### src/rtl/spimon_pkg.sv
package spimon_pkg;

    localparam int MAX_W = 32;
    localparam int TS_W  = 32;
    localparam int LEN_W = $clog2(MAX_W + 1);
    localparam int IDX_W = $clog2(MAX_W);

    typedef struct packed {
        logic [MAX_W-1:0] mosi;
        logic [MAX_W-1:0] miso;
        logic             mosi_vld;
        logic             miso_vld;
        logic             warn;
        logic [TS_W-1:0]  t_start;
        logic [TS_W-1:0]  t_end;
    } word_t;

    // Limit a configured word length to 1..MAX_W.
    function automatic logic [LEN_W-1:0] clamp_len(input logic [LEN_W-1:0] raw);
        if (raw == '0)
            return LEN_W'(1);
        else if (raw > LEN_W'(MAX_W))
            return LEN_W'(MAX_W);
        else
            return raw;
    endfunction

    // Word position of the bit captured at index idx.
    function automatic logic [IDX_W-1:0] bit_pos(input logic [LEN_W-1:0] idx,
                                                 input logic [LEN_W-1:0] len,
                                                 input logic             lsb_first);
        if (lsb_first)
            return IDX_W'(idx);
        else
            return IDX_W'(len - LEN_W'(1) - idx);
    endfunction

endpackage

### src/rtl/spimon_sync.sv
module spimon_sync #(
    parameter int              WIDTH   = 4,
    parameter int              STAGES  = 2,
    parameter logic [WIDTH-1:0] RST_VAL = '0
) (
    input  logic             clk,
    input  logic             rst,
    input  logic [WIDTH-1:0] din,
    output logic [WIDTH-1:0] dout
);
    logic [WIDTH-1:0] stg [STAGES];

    always_ff @(posedge clk) begin
        if (rst) stg[0] <= RST_VAL;
        else     stg[0] <= din;
    end

    for (genvar s = 1; s < STAGES; s++) begin : g_stage
        always_ff @(posedge clk) begin
            if (rst) stg[s] <= RST_VAL;
            else     stg[s] <= stg[s-1];
        end
    end

    assign dout = stg[STAGES-1];
endmodule

### src/rtl/spimon_edge.sv
module spimon_edge (
    input  logic clk,
    input  logic rst,
    input  logic sclk_s,
    input  logic cpol,
    input  logic cpha,
    output logic cap
);
    logic prev_lvl;
    logic rise, fall;

    always_ff @(posedge clk) begin
        if (rst) prev_lvl <= 1'b1;
        else     prev_lvl <= sclk_s;
    end

    assign rise = sclk_s & ~prev_lvl;
    assign fall = ~sclk_s & prev_lvl;
    // Modes 0 and 3 (cpol equal to cpha) capture on rising edges.
    assign cap  = (cpol ~^ cpha) ? rise : fall;

    AST_EDGE_ON_CHANGE: assert property (@(posedge clk) disable iff (rst)
        cap |-> (sclk_s != $past(sclk_s)));
endmodule

### src/rtl/spimon_csmon.sv
module spimon_csmon (
    input  logic clk,
    input  logic rst,
    input  logic cs_present,
    input  logic cs_s,
    output logic clr,
    output logic evt,
    output logic evt_old,
    output logic evt_new,
    output logic evt_none
);
    logic cs_prev;
    logic none_done;

    assign clr = cs_present && (cs_s != cs_prev);

    always_ff @(posedge clk) begin
        if (rst) begin
            cs_prev   <= 1'b1;
            none_done <= 1'b0;
            evt       <= 1'b0;
            evt_old   <= 1'b0;
            evt_new   <= 1'b0;
            evt_none  <= 1'b0;
        end else begin
            cs_prev  <= cs_s;
            evt      <= 1'b0;
            evt_none <= 1'b0;
            if (!cs_present) begin
                if (!none_done) begin
                    evt       <= 1'b1;
                    evt_none  <= 1'b1;
                    evt_old   <= 1'b0;
                    evt_new   <= 1'b0;
                    none_done <= 1'b1;
                end
            end else if (cs_s != cs_prev) begin
                evt     <= 1'b1;
                evt_old <= cs_prev;
                evt_new <= cs_s;
            end
        end
    end

    AST_EVT_LEVELS_DIFFER: assert property (@(posedge clk) disable iff (rst)
        (evt && !evt_none) |-> (evt_old != evt_new));
endmodule

### src/rtl/spimon_assembler.sv
module spimon_assembler
    import spimon_pkg::*;
(
    input  logic             clk,
    input  logic             rst,
    input  logic             cap,
    input  logic             clr,
    input  logic             mosi_b,
    input  logic             miso_b,
    input  logic             mosi_present,
    input  logic             miso_present,
    input  logic             cs_inactive,
    input  logic             lsb_first,
    input  logic [LEN_W-1:0] len_raw,
    input  logic [TS_W-1:0]  tstamp,
    input  logic             ready,
    output logic             valid,
    output word_t            word
);
    logic [LEN_W-1:0] cnt, cnt_eff, cnt_n, len;
    logic [MAX_W-1:0] mosi_sr, miso_sr, mosi_full, miso_full, mosi_n, miso_n;
    logic [TS_W-1:0]  ts_start, ts_start_n;
    logic             warn_q, warn_n;
    logic             done;
    logic [IDX_W-1:0] pos;

    assign len     = clamp_len(len_raw);
    assign cnt_eff = clr ? '0 : cnt;
    assign pos     = bit_pos(cnt_eff, len, lsb_first);

    always_comb begin
        mosi_full  = clr ? '0 : mosi_sr;
        miso_full  = clr ? '0 : miso_sr;
        ts_start_n = ts_start;
        warn_n     = warn_q;
        cnt_n      = cnt_eff;
        done       = 1'b0;
        if (cap) begin
            if (cnt_eff == '0) begin
                ts_start_n = tstamp;
                warn_n     = cs_inactive;
            end
            if (mosi_present) mosi_full[pos] = mosi_b;
            if (miso_present) miso_full[pos] = miso_b;
            if (cnt_eff == len - LEN_W'(1)) begin
                done  = 1'b1;
                cnt_n = '0;
            end else begin
                cnt_n = cnt_eff + LEN_W'(1);
            end
        end
        mosi_n = done ? '0 : mosi_full;
        miso_n = done ? '0 : miso_full;
    end

    always_ff @(posedge clk) begin
        if (rst) begin
            cnt      <= '0;
            mosi_sr  <= '0;
            miso_sr  <= '0;
            ts_start <= '0;
            warn_q   <= 1'b0;
        end else begin
            cnt      <= cnt_n;
            mosi_sr  <= mosi_n;
            miso_sr  <= miso_n;
            ts_start <= ts_start_n;
            warn_q   <= warn_n;
        end
    end

    always_ff @(posedge clk) begin
        if (rst) begin
            valid <= 1'b0;
            word  <= '0;
        end else if (done && (!valid || ready)) begin
            valid         <= 1'b1;
            word.mosi     <= mosi_present ? mosi_full : '0;
            word.miso     <= miso_present ? miso_full : '0;
            word.mosi_vld <= mosi_present;
            word.miso_vld <= miso_present;
            word.warn     <= warn_n;
            word.t_start  <= ts_start_n;
            word.t_end    <= tstamp;
        end else if (valid && ready) begin
            valid <= 1'b0;
        end
    end

    AST_COUNT_IDLE: assert property (@(posedge clk) disable iff (rst)
        (!cap && !clr) |=> (cnt == $past(cnt)));
    AST_COUNT_RANGE: assert property (@(posedge clk) disable iff (rst)
        cnt < LEN_W'(MAX_W));
    AST_HOLD_UNTIL_READY: assert property (@(posedge clk) disable iff (rst)
        (valid && !ready) |=> (valid && $stable(word)));
    AST_ABSENT_MISO_ZERO: assert property (@(posedge clk) disable iff (rst)
        (valid && !word.miso_vld) |-> (word.miso == '0));
    AST_ABSENT_MOSI_ZERO: assert property (@(posedge clk) disable iff (rst)
        (valid && !word.mosi_vld) |-> (word.mosi == '0));
endmodule

### src/rtl/spi_bus_monitor.sv
module spi_bus_monitor
    import spimon_pkg::*;
#(
    parameter int SYNC_STAGES = 2
) (
    input  logic             clk,
    input  logic             rst,
    input  logic             cfg_cpol,
    input  logic             cfg_cpha,
    input  logic             cfg_lsb_first,
    input  logic             cfg_cs_active_high,
    input  logic [LEN_W-1:0] cfg_word_len,
    input  logic             mosi_present,
    input  logic             miso_present,
    input  logic             cs_present,
    input  logic             spi_sclk,
    input  logic             spi_mosi,
    input  logic             spi_miso,
    input  logic             spi_cs,
    output logic             word_valid,
    input  logic             word_ready,
    output logic [MAX_W-1:0] word_mosi,
    output logic             word_mosi_vld,
    output logic [MAX_W-1:0] word_miso,
    output logic             word_miso_vld,
    output logic             word_cs_warn,
    output logic [TS_W-1:0]  word_t_start,
    output logic [TS_W-1:0]  word_t_end,
    output logic             cs_evt,
    output logic             cs_evt_old,
    output logic             cs_evt_new,
    output logic             cs_evt_none,
    output logic             cfg_error
);
    // Bit order of the synchronizer bundle: {cs, sclk, miso, mosi}.
    localparam logic [3:0] PIN_RST = 4'b1100;

    logic [3:0]      pins_s;
    logic            sclk_s, cs_s, mosi_s, miso_s;
    logic            cap, clr, cs_inactive;
    logic [TS_W-1:0] sample_cnt;
    word_t           word;

    spimon_sync #(.WIDTH(4), .STAGES(SYNC_STAGES), .RST_VAL(PIN_RST)) i_sync (
        .clk  (clk),
        .rst  (rst),
        .din  ({spi_cs, spi_sclk, spi_miso, spi_mosi}),
        .dout (pins_s)
    );

    assign {cs_s, sclk_s, miso_s, mosi_s} = pins_s;

    always_ff @(posedge clk) begin
        if (rst) sample_cnt <= '0;
        else     sample_cnt <= sample_cnt + TS_W'(1);
    end

    spimon_edge i_edge (
        .clk    (clk),
        .rst    (rst),
        .sclk_s (sclk_s),
        .cpol   (cfg_cpol),
        .cpha   (cfg_cpha),
        .cap    (cap)
    );

    spimon_csmon i_csmon (
        .clk        (clk),
        .rst        (rst),
        .cs_present (cs_present),
        .cs_s       (cs_s),
        .clr        (clr),
        .evt        (cs_evt),
        .evt_old    (cs_evt_old),
        .evt_new    (cs_evt_new),
        .evt_none   (cs_evt_none)
    );

    assign cs_inactive = cs_present && (cfg_cs_active_high ? ~cs_s : cs_s);

    spimon_assembler i_asm (
        .clk          (clk),
        .rst          (rst),
        .cap          (cap),
        .clr          (clr),
        .mosi_b       (mosi_s),
        .miso_b       (miso_s),
        .mosi_present (mosi_present),
        .miso_present (miso_present),
        .cs_inactive  (cs_inactive),
        .lsb_first    (cfg_lsb_first),
        .len_raw      (cfg_word_len),
        .tstamp       (sample_cnt),
        .ready        (word_ready),
        .valid        (word_valid),
        .word         (word)
    );

    assign word_mosi     = word.mosi;
    assign word_miso     = word.miso;
    assign word_mosi_vld = word.mosi_vld;
    assign word_miso_vld = word.miso_vld;
    assign word_cs_warn  = word.warn;
    assign word_t_start  = word.t_start;
    assign word_t_end    = word.t_end;
    assign cfg_error     = !mosi_present && !miso_present;
endmodule

### config.mk
export PLATFORM = sky130hd
export DESIGN_NAME = spi_bus_monitor
export DESIGN_NICKNAME = d
export VERILOG_FILES = /design/src/rtl/spimon_pkg.sv /design/src/rtl/spimon_sync.sv /design/src/rtl/spimon_edge.sv /design/src/rtl/spimon_csmon.sv /design/src/rtl/spimon_assembler.sv /design/src/rtl/spi_bus_monitor.sv
export SDC_FILE = /design/constraint.sdc
export NUM_CORES = 1
export LEC_CHECK = 0
export ABC_AREA = 1
export BUFFER_PORTS_ARGS = -buffer_cell sky130_fd_sc_hd__buf_2
export CAP_MARGIN = 20
export CORE_MARGIN = 2
export CORE_UTILIZATION = 35
export DETAILED_ROUTE_END_ITERATION = 12
export PLACE_DENSITY = 0.6
export SYNTH_ARGS = -nofsm -noshare
export SYNTH_HDL_FRONTEND = slang
export SYNTH_SLANG_ARGS = --single-unit
### constraint.sdc
create_clock -name clk -period 8.8 [get_ports clk]
set_clock_uncertainty 0.15 [all_clocks]
set_input_delay 0.88 -clock clk [delete_from_list [all_inputs] [get_ports clk]]
set_output_delay 0.88 -clock clk [all_outputs]
set_load 0.01 [all_outputs]
==> flow_summary.json, run 1 <==
{
  "grt_usage_pct": 18.5,
  "drv_cap": 0,
  "hold_end": "i_sync.stg[1][1]",
  "final_cell_mix": "367 x nand2_1, 282 x dfxtp_1, 256 x nor2_1",
  "ys.warnings.count": 0,
  "postLayoutCoreUtil_pct": 41.9,
  "fin_nets": 1769,
  "fill_cells": 3479,
  "port_buffers": 156,
  "critical-path-slowest-cell": "buf_4",
  "ys_seq_elements": 282,
  "dp_hpwl_um": 21600,
  "run_status": "finished, final reports clean",
  "synth-main-ff-cell": "dfxtp_1",
  "drive_above_1_share_pct": 15.5,
  "finalSetupViolCount": 0,
  "num_antenna_cells": 0,
  "first_pass_iters": 5,
  "cts_buffers": 30,
  "io_pins": 157,
  "hp-start": "i_sync.stg[0][1]",
  "post_cts_resized": 0,
  "worstSetupPathType": "in2reg",
  "synth.cell_area_sq_mm": 0.0118,
  "rsz0062_at_grt": "false",
  "worstPathArrival_ns": 5.11,
  "wl_per_cell_um": 15.1,
  "clk_pin_slew_ns": 0.06,
  "synth_edf_count": 0,
  "start_kind": "primary input",
  "min_path_type": "reg2reg",
  "async_reset_ff_share_pct": 0,
  "reg2reg_to": "i_asm.word[28]",
  "grt_pass1_vias": 10286,
  "grt_max_degree": 97,
  "cts_tree": "yes",
  "grt_first_pass_wirelength_um": 54100,
  "mostFrequentLayoutCell": "nand2_1",
  "p_per_area_mw_per_mm2": 207,
  "drc_errors": 0,
  "final_antenna_net_count": 0,
  "clk_latency_ns": 0.57,
  "crit_chain": "buf_2 -> nand2_1 -> nand2_2 -> nand2_4 -> nand2_1 -> ha_1 -> nand2_1 -> nor3_1 -> nand4_2 -> inv_2 -> nand2_4 -> buf_4 -> inv_1 -> buf_4 -> o21ai_0 -> a21oi_1",
  "wl_um": 33300,
  "synth_cell_types": 40,
  "num_rows": 67,
  "grt_util_met3_pct": 2.88,
  "yosysSeqAreaShare_pct": 47.7,
  "gp_congestion": 0.850,
  "clk_path_buf_depth": 3,
  "post-route-period-util_pct": 54.8,
  "met2_usage_pct": 31.3,
  "root_buffer": "clkbuf_16",
  "chipWidth_um": 188,
  "core-area_sq_mm": 0.0334,
  "postSynthAreaPerCell_sq_um": 7.23,
  "fmax_ghz": 0.208,
  "ir_worst_vdd_mv": 0.165,
  "cts_hold_buf": 0,
  "grt.busiest_layer": "met2",
  "cts_htree_levels": 1,
  "initial_core_util_pct": 35.4,
  "hold_depth": 2,
  "worst_pin_slew_ns": 1.01,
  "antenna_found_initial": 0,
  "drtIter0Drc": 936,
  "dieArea_sq_mm": 0.0353,
  "synthCells": 1635,
  "gr-total-overflow": 0,
  "cp.required_ns": 9.09,
  "leakage_nw": 5.80,
  "die_h_um": 188,
  "clock-sinks": 282,
  "end_kind": "flip-flop",
  "syn_nets": 1664,
  "setup_tns_ns": 0,
  "via_per_inst": 4.96,
  "hold_viol": 0,
  "vias": 10972,
  "area_growth_syn_to_layout_pct": 18.4,
  "slowest_delay_ns": 0.73,
  "min_period_ns": 4.82,
  "met1_usage_pct": 24.5,
  "reg2reg_setup_slack_ns": 4.08,
  "cpMostUsedCell": "nand2_1",
  "rr_worst_depth": 14,
  "drv_slew": 0,
  "fin_total_pwr_mw": 2.91,
  "relSlewSlack_pct": 32.9,
  "cts_setup_buffers": 0,
  "cp_max_fo": 75,
  "worstReg2RegStart": "i_sync.stg[1][3]"
}
## through the flow
stage / std cells / setup WS, ns / hold WS (ns) / area, sq um
6_report: 2212 / 3.98 / 0.255 / 14000
5_1_grt: 2212 / 3.49 / 0.287 / 14000
4_1_cts: 2210 / 3.90 / 0.257 / 13900
3_5_place_dp: 2154 / 3.29 / 0.243 / 12900
3_3_place_gp: 2154 / 3.41 / 0.241 / 12900
2_1_floorplan: 1635 / 5.15 / 0.238 / 11800
## critical path: cells and delay by family
| kind | cells | cell delay [ns] |
|---|---|---|
| and+or+nand+nor | 8 | 1.96 |
| buffers and inverters | 5 | 1.53 |
| AOI/OAI and AO/OA | 2 | 0.26 |
| adders and majority gates | 1 | 0.41 |
## synth_stat cells (all sizes together) (2+ instances only)
library cell | instances | area (sq um)
nor3b | 6 | 45.0
nand3 | 215 | 1100
o21ai | 50 | 265
nor3 | 14 | 70.1
nor2 | 271 | 1090
a21oi | 177 | 886
or2 | 8 | 50.1
o21a | 2 | 15.0
clkbuf | 63 | 236
xor2 | 6 | 52.6
dfxtp | 282 | 5650
nand2 | 380 | 1470
ha | 8 | 100
buf | 31 | 176
nor4 | 4 | 40.0
nand4 | 18 | 119
inv | 87 | 332
xnor2 | 2 | 17.5
a211oi | 3 | 22.5
nand3b | 2 | 15.0
## flip-flops by register name (all words and copies together), names as in the netlist
name,cells
i_asm.word,131
i_asm.miso_sr,32
i_asm.mosi_sr,32
i_asm.ts_start,32
sample_cnt,32
i_sync.stg,8
i_asm.cnt,6
i_asm.valid,1
i_asm.warn_q,1
i_csmon.cs_prev,1
i_csmon.evt,1
i_csmon.evt_new,1
i_csmon.evt_none,1
i_csmon.evt_old,1
i_csmon.none_done,1
i_edge.prev_lvl,1
## routing by layer
metal	routed length [um]	part of all wire (%)
met5	0	0
met4	729	2.2
met3	1930	5.8
met2	15600	47
met1	15100	45
## logic make-up after synthesis
logic type / synth area share (%)
AND/OR/NAND/NOR: 33.9
flip-flops: 47.7
AO/OA/AOI/OAI: 10.5
buffers and inverters: 6.29
adder cells (fa/ha/maj): 1.02
XOR/XNOR: 0.592
## area by class of cell
class / count / area [sq um] / area share [%]
flip-flops and latches: 282 / 5650 / 40.3
multi-input cells: 1172 / 5470 / 39.0
repair buffers: 167 / 910 / 6.50
clock buffers: 41 / 832 / 5.94
well taps: 448 / 561 / 4.00
inverters: 87 / 332 / 2.37
clock inverters: 15 / 258 / 1.84
## how the worst max path moves through the flow
stage	start	cells past startpoint	slack, ns	end
2_1_floorplan	cfg_word_len[1]	17	5.15	i_asm.word[103]
3_3_place_gp	cs_present	16	3.41	i_asm.word[28]
3_5_place_dp	cs_present	16	3.29	i_asm.word[27]
4_1_cts	cs_present	16	3.90	i_asm.word[21]
5_1_grt	cs_present	16	3.49	i_asm.word[24]
6_report	cs_present	16	3.98	i_asm.word[28]
## power by group
part           internal (mW)  leakage, nW  switching, mW  total [mW]
combinational         0.0511         3.00          0.181       0.232
sequential              1.29         2.28        0.00567        1.30
clock                  0.841        0.523          0.534        1.37
No activity file was read; power rests on OpenSTA's default activity.
==> run 2: changes to the inputs <==
- ABC_AREA: 1 -> 0
- clock period: 8.8 -> 4.5 ns (I/O delays scaled with it)
==> run 2 against run 1 <==
Effect of this change: critical path depth fell by 4; clock power rose by 92%; sequential power rose by 93%; largest power group unchanged.
==> flow_summary.json, run 2 <==
{
  "run_status": "finished, final reports clean",
  "cts_hold_buf": 4,
  "ys_top_cells_by_count": "282 x dfxtp_1, 190 x nor2_1, 158 x nand2_1",
  "drtIter0Drc": 488,
  "dieArea_sq_mm": 0.0336,
  "end_kind": "flip-flop",
  "p_per_area_mw_per_mm2": 398,
  "timing.hold.ws_ns": 0.0504,
  "gr-total-overflow": 0,
  "die_h_um": 183,
  "hold_viol": 0,
  "ir_worst_vdd_mv": 0.298,
  "crit_chain": "xor2_1 -> nand2_1 -> buf_4 -> nand2_1 -> ha_1 -> nor2b_1 -> o21a_1 -> o21ai_0 -> nand3_1 -> o211ai_1 -> mux2i_1 -> o21ai_0",
  "critPathTopFamily": "compound AO/OA/AOI/OAI gates",
  "post-route-period-util_pct": 88.7,
  "syn_nets": 1310,
  "ys_seq_elements": 282,
  "final_cell_mix": "282 x dfxtp_1, 190 x nor2_1, 158 x nand2_1",
  "via_per_inst": 5.02,
  "wl_per_cell_um": 15.8,
  "clk_path_buf_depth": 3,
  "postLayoutCoreUtil_pct": 42.7,
  "cts_buffers": 30,
  "grt_first_pass_wirelength_um": 47100,
  "mostFrequentLayoutCell": "dfxtp_1",
  "fmax_ghz": 0.250,
  "port_buffers": 156,
  "comb_power_share_pct": 4.4,
  "fin_nets": 1434,
  "min_path_type": "in2reg",
  "largest_reg_flops": 131,
  "num_rows": 65,
  "finalSetupViolCount": 0,
  "grt_max_degree": 97,
  "post_cts_resized": 0,
  "synth_cell_types": 54,
  "yosysSeqAreaShare_pct": 50.1,
  "crit_buf_inv": 1,
  "postSynthAreaPerCell_sq_um": 8.79,
  "clk_latency_ns": 0.55,
  "synth_top_area_cell": "dfxtp_1",
  "drv_slew": 0,
  "power.switching_mw": 1.19,
  "critical-path-slowest-cell": "nand3_1",
  "seq_power_share_pct": 46.7,
  "power.internal_mw": 4.19,
  "synth_most_common_cell": "dfxtp_1",
  "synth_area_leaders": "dfxtp_1 50%, mux2i_1 7.4%, nor2_1 6.3%",
  "worstPathArrival_ns": 4.26,
  "placed_area_sq_mm": 0.0124,
  "area_growth_syn_to_layout_pct": 20.1,
  "design_area_sq_mm": 0.0135,
  "clk_pin_slew_ns": 0.06,
  "async_reset_ff_share_pct": 0,
  "regMostFlops": "i_asm.word",
  "final_antenna_net_count": 0,
  "cts_htree_levels": 1,
  "clock-sinks": 282,
  "slowest_delay_ns": 0.54,
  "chipWidth_um": 183,
  "synth.cell_area_sq_mm": 0.0113,
  "initial_core_util_pct": 35.6,
  "synthCells": 1281,
  "synth_edf_count": 0,
  "worst_pin_slew_ns": 0.952,
  "clkPwrFrac_pct": 48.8,
  "drv_cap": 0,
  "antenna_found_initial": 2,
  "wl_um": 28900,
  "rsz0062_at_grt": "false",
  "setup_tns_ns": 0,
  "cp.required_ns": 4.76,
  "drc_errors": 0,
  "worstSetupPathType": "reg2reg",
  "vias": 9203,
  "drive_above_1_share_pct": 18.1,
  "grt_usage_pct": 17.0,
  "leakage_nw": 5.75,
  "relSlewSlack_pct": 36.5,
  "synth_top_cell_area_share_pct": 50.1,
  "core-area_sq_mm": 0.0316,
  "grt_pass1_vias": 8765,
  "synth-main-ff-cell": "dfxtp_1",
  "min_period_ns": 3.99,
  "cp_max_fo": 24,
  "root_buffer": "clkbuf_16",
  "io_pins": 157,
  "first_pass_iters": 6,
  "dp_hpwl_um": 18800,
  "cts_tree": "yes",
  "swShare_pct": 22.2,
  "gp_congestion": 0.817,
  "ys.warnings.count": 0,
  "start_kind": "flip-flop",
  "cts_setup_buffers": 0
}
## run 2: changes by cell type after synthesis, moves of 18 or more
| cell | before | now |
|---|---|---|
| nor2_1 | 258 | 190 |
| and2_1 | 0 | 55 |
| nand4_1 | 17 | 35 |
| inv_1 | 76 | 17 |
| mux2i_1 | 0 | 83 |
| nand2_1 | 368 | 158 |
| o21ai_0 | 46 | 71 |
| a211oi_1 | 3 | 33 |
| nand3_1 | 210 | 27 |
| a21oi_1 | 177 | 56 |
| o211ai_1 | 1 | 26 |
## run 2: per-stage QoR
stage	total power [mW]	setup slack, ns	cells
floorplan	2.73	0.883	1281
global placement	2.80	0.519	1770
detailed placement	2.81	0.422	1771
CTS	5.45	0.527	1831
global route	5.56	0.146	1831
finish	5.38	0.507	1832
## run 2: final cells by class
| type | instances | area (sq um) |
|---|---|---|
| timing repair buffer | 182 | 1020 |
| clock inverter | 13 | 174 |
| antenna | 1 | 2.50 |
| sequential | 282 | 5650 |
| clock buffer | 43 | 901 |
| tap | 402 | 503 |
| inverter | 17 | 63.8 |
| fill | 3102 | 18100 |
| multi-input combinational | 892 | 5210 |
## run 2: tightest hold or removal path, cell delays in order
cell and delay [ns]:
buf_2 0.14, nand2_1 0.06, a21oi_1 0.05
## run 2: worst paths after layout
check	to	cells after the start	startpoint	slack, ns
min reg2reg	i_sync.stg[1][3]	1	i_sync.stg[0][3]	0.27
max reg2reg	i_asm.word[118]	12	i_sync.stg[1][3]	0.51
min	i_asm.word[66]	3	mosi_present	0.05
max	i_asm.word[118]	12	i_sync.stg[1][3]	0.51
## run 2: cells by family (layout without fill, tap and decap cells)
family,count (synthesis),in the layout,synth area share [%]
adder cells (fa/ha/maj),9,9,1.07
AO/OA/AOI/OAI,236,236,12.9
buffers and inverters,107,255,3.95
other,0,1,0
flip-flops,282,282,50.1
AND/OR/NAND/NOR,528,528,21.8
multiplexers,83,83,7.38
XOR/XNOR,36,36,2.80
## run 2: metal layers
| layer | global-route usage (%) | wire, um | vias up |
|---|---|---|---|
| met1 | 22.6 | 13200 | 4312 |
| met3 | 3.91 | 1690 | 57 |
| met4 | 5.63 | 940 | 2 |
| li1 | - | - | 4620 |
| met5 | 0 | 13 | - |
| met2 | 27.4 | 13000 | 212 |
## run 2: power by group through the flow
stage | registers (mW) | logic, mW | clock network, mW
3_5_place_dp | 2.57 | 0.237 | 0
3_3_place_gp | 2.57 | 0.232 | 0
6_report | 2.51 | 0.239 | 2.63
2_1_floorplan | 2.57 | 0.160 | 0
4_1_cts | 2.51 | 0.240 | 2.69
5_1_grt | 2.51 | 0.261 | 2.79
==> run 3: changes to the inputs <==
- PLACE_DENSITY: 0.6 -> 0.51
==> run 3 against run 2 <==
Effect of this change: global-route usage rose by 0.24 points; non-clock buffer count down 1; count of clock-buffer cells in the layout increased by 2; via count shrank 0.63%; sequential cell count is the same; combinational power about the same; die area stayed put; sequential share of layout area fell by 0.24 points; total power increased by 4.0%; worst hold slack got worse by 0.022 ns; largest power group unchanged.
==> flow_summary.json, run 3 (same netlist as run 2, synthesis figures left out) <==
{
  "cp_max_fo": 32,
  "fill_cells": 3199,
  "ir_worst_vdd_mv": 0.215,
  "final_antenna_net_count": 0,
  "cts_setup_buffers": 0,
  "clock-sinks": 282,
  "cts_tree": "yes",
  "worstSetupPathType": "reg2reg",
  "cts_htree_levels": 2,
  "dieArea_sq_mm": 0.0336,
  "post_cts_resized": 0,
  "clk_pin_slew_ns": 0.06,
  "grt_pass1_vias": 8723,
  "num_rows": 65,
  "wl_um": 29400,
  "end_kind": "flip-flop",
  "grt_first_pass_wirelength_um": 47100,
  "setup_tns_ns": 0,
  "p_per_area_mw_per_mm2": 411,
  "clk_path_buf_depth": 3,
  "regMostFlops": "i_asm.word",
  "worst_pin_slew_ns": 1.02,
  "vias": 9145,
  "port_buffers": 156,
  "leakage_nw": 5.79,
  "finalSetupViolCount": 0,
  "drtIter0Drc": 452,
  "cts_buffers": 34,
  "gp_congestion": 0.780,
  "fin_nets": 1437,
  "grt_max_degree": 101,
  "post-route-period-util_pct": 86.9,
  "rsz0062_at_grt": "false",
  "min_period_ns": 3.91,
  "io_pins": 157,
  "antenna_found_initial": 2,
  "mostFrequentLayoutCell": "dfxtp_1",
  "worstPathArrival_ns": 4.13,
  "fmax_ghz": 0.256,
  "post-place-ws_ns": 0.467,
  "setup_ws_ns": 0.590,
  "cp.required_ns": 4.72,
  "drv_slew": 0,
  "area_growth_syn_to_layout_pct": 20.8,
  "final_cell_mix": "282 x dfxtp_1, 190 x nor2_1, 158 x nand2_1",
  "regArea_sq_mm": 0.00565,
  "drive_above_1_share_pct": 18.2,
  "chipWidth_um": 183,
  "start_kind": "flip-flop",
  "multi_input_area_sq_mm": 0.00521,
  "initial_core_util_pct": 35.6,
  "die_h_um": 183,
  "hold_viol": 0,
  "core-area_sq_mm": 0.0316,
  "clk_latency_ns": 0.50,
  "largest_reg_flops": 131,
  "dp_hpwl_um": 18900,
  "drc_errors": 0,
  "root_buffer": "clkbuf_16",
  "relSlewSlack_pct": 31.7,
  "run_status": "finished, final reports clean",
  "grt_usage_pct": 17.3,
  "drv_cap": 0,
  "min_path_type": "in2reg",
  "wl_per_cell_um": 16.0,
  "gr-total-overflow": 0,
  "first_pass_iters": 5,
  "via_per_inst": 4.99
}
==> run 3: changes by cell type in the layout (fill, tap and decap cells not counted), sizes merged <==
cell and change:
dlygate4sd3 -2, bufinv +1, clkinv -2, inv +2, buf +1, clkbuf +2
==> run 3: final timing paths <==
path	startpoint	slack (ns)	depth (start not counted)	endpoint
max	i_sync.stg[1][3]	0.59	15	i_asm.word[125]
min	spi_miso	0.03	2	i_sync.stg[0][1]
max reg2reg	i_sync.stg[1][3]	0.59	15	i_asm.word[125]
min reg2reg	i_sync.stg[0][2]	0.26	1	i_sync.stg[1][2]
==> run 3: where the power goes <==
group	internal (mW)	total, mW	leakage, nW	switching [mW]
clock	1.78	2.84	0.567	1.06
combinational	0.0650	0.239	2.95	0.174
sequential	2.51	2.52	2.27	0.00905
total	4.35	5.60	5.79	1.24
==> run 3: critical path, cell delays in order, from the launching register on <==
cell and delay, ns:
dfxtp_1 0.46, xor2_1 0.32, nand2_1 0.16, nand2_1 0.17, inv_1 0.08, ha_1 0.22, inv_1 0.07, fa_1 0.24
a21o_1 0.15, a21oi_1 0.08, nor4_1 0.55, o21a_1 0.22, buf_4 0.35, o211ai_1 0.17, mux2i_1 0.27, o21ai_0 0.12
==> run 3: layer usage <==
metal	track usage [%]	wire length, um
met1	22.7	13600
met2	28.4	13600
met3	3.69	1550
met4	5.28	624
met5	0	13
==> run 3: stage by stage <==
stage          power, mW  util (%)  std cells  hold slack, ns  instance area [sq um]
3_5_place_dp        2.81      39.2       1772           0.249                  12400
4_1_cts             5.68      43.0       1833         0.00653                  13600
5_1_grt             5.79      43.0       1833          0.0227                  13600
2_1_floorplan       2.73         -       1281           0.239                  11300
6_report            5.60      43.0       1834          0.0285                  13600
3_3_place_gp        2.81      39.2       1771           0.248                  12400
==> run 3: area by class of cell <==
| class | instances | area share [%] |
|---|---|---|
| Antenna cell | 1 | 0.0184 |
| Clock buffer | 45 | 7.01 |
| Clock inverter | 14 | 1.55 |
| Inverter | 17 | 0.469 |
| Multi-Input combinational cell | 892 | 38.3 |
| Sequential cell | 282 | 41.5 |
| Tap cell | 402 | 3.70 |
| Timing Repair Buffer | 181 | 7.41 |
==> run 3: timing repair <==
action / in CTS / in global routing
endpoints found under the hold margin: 2 / 0
hold buffers: 2 / 0
endpoints found under the setup margin: 0 / 0
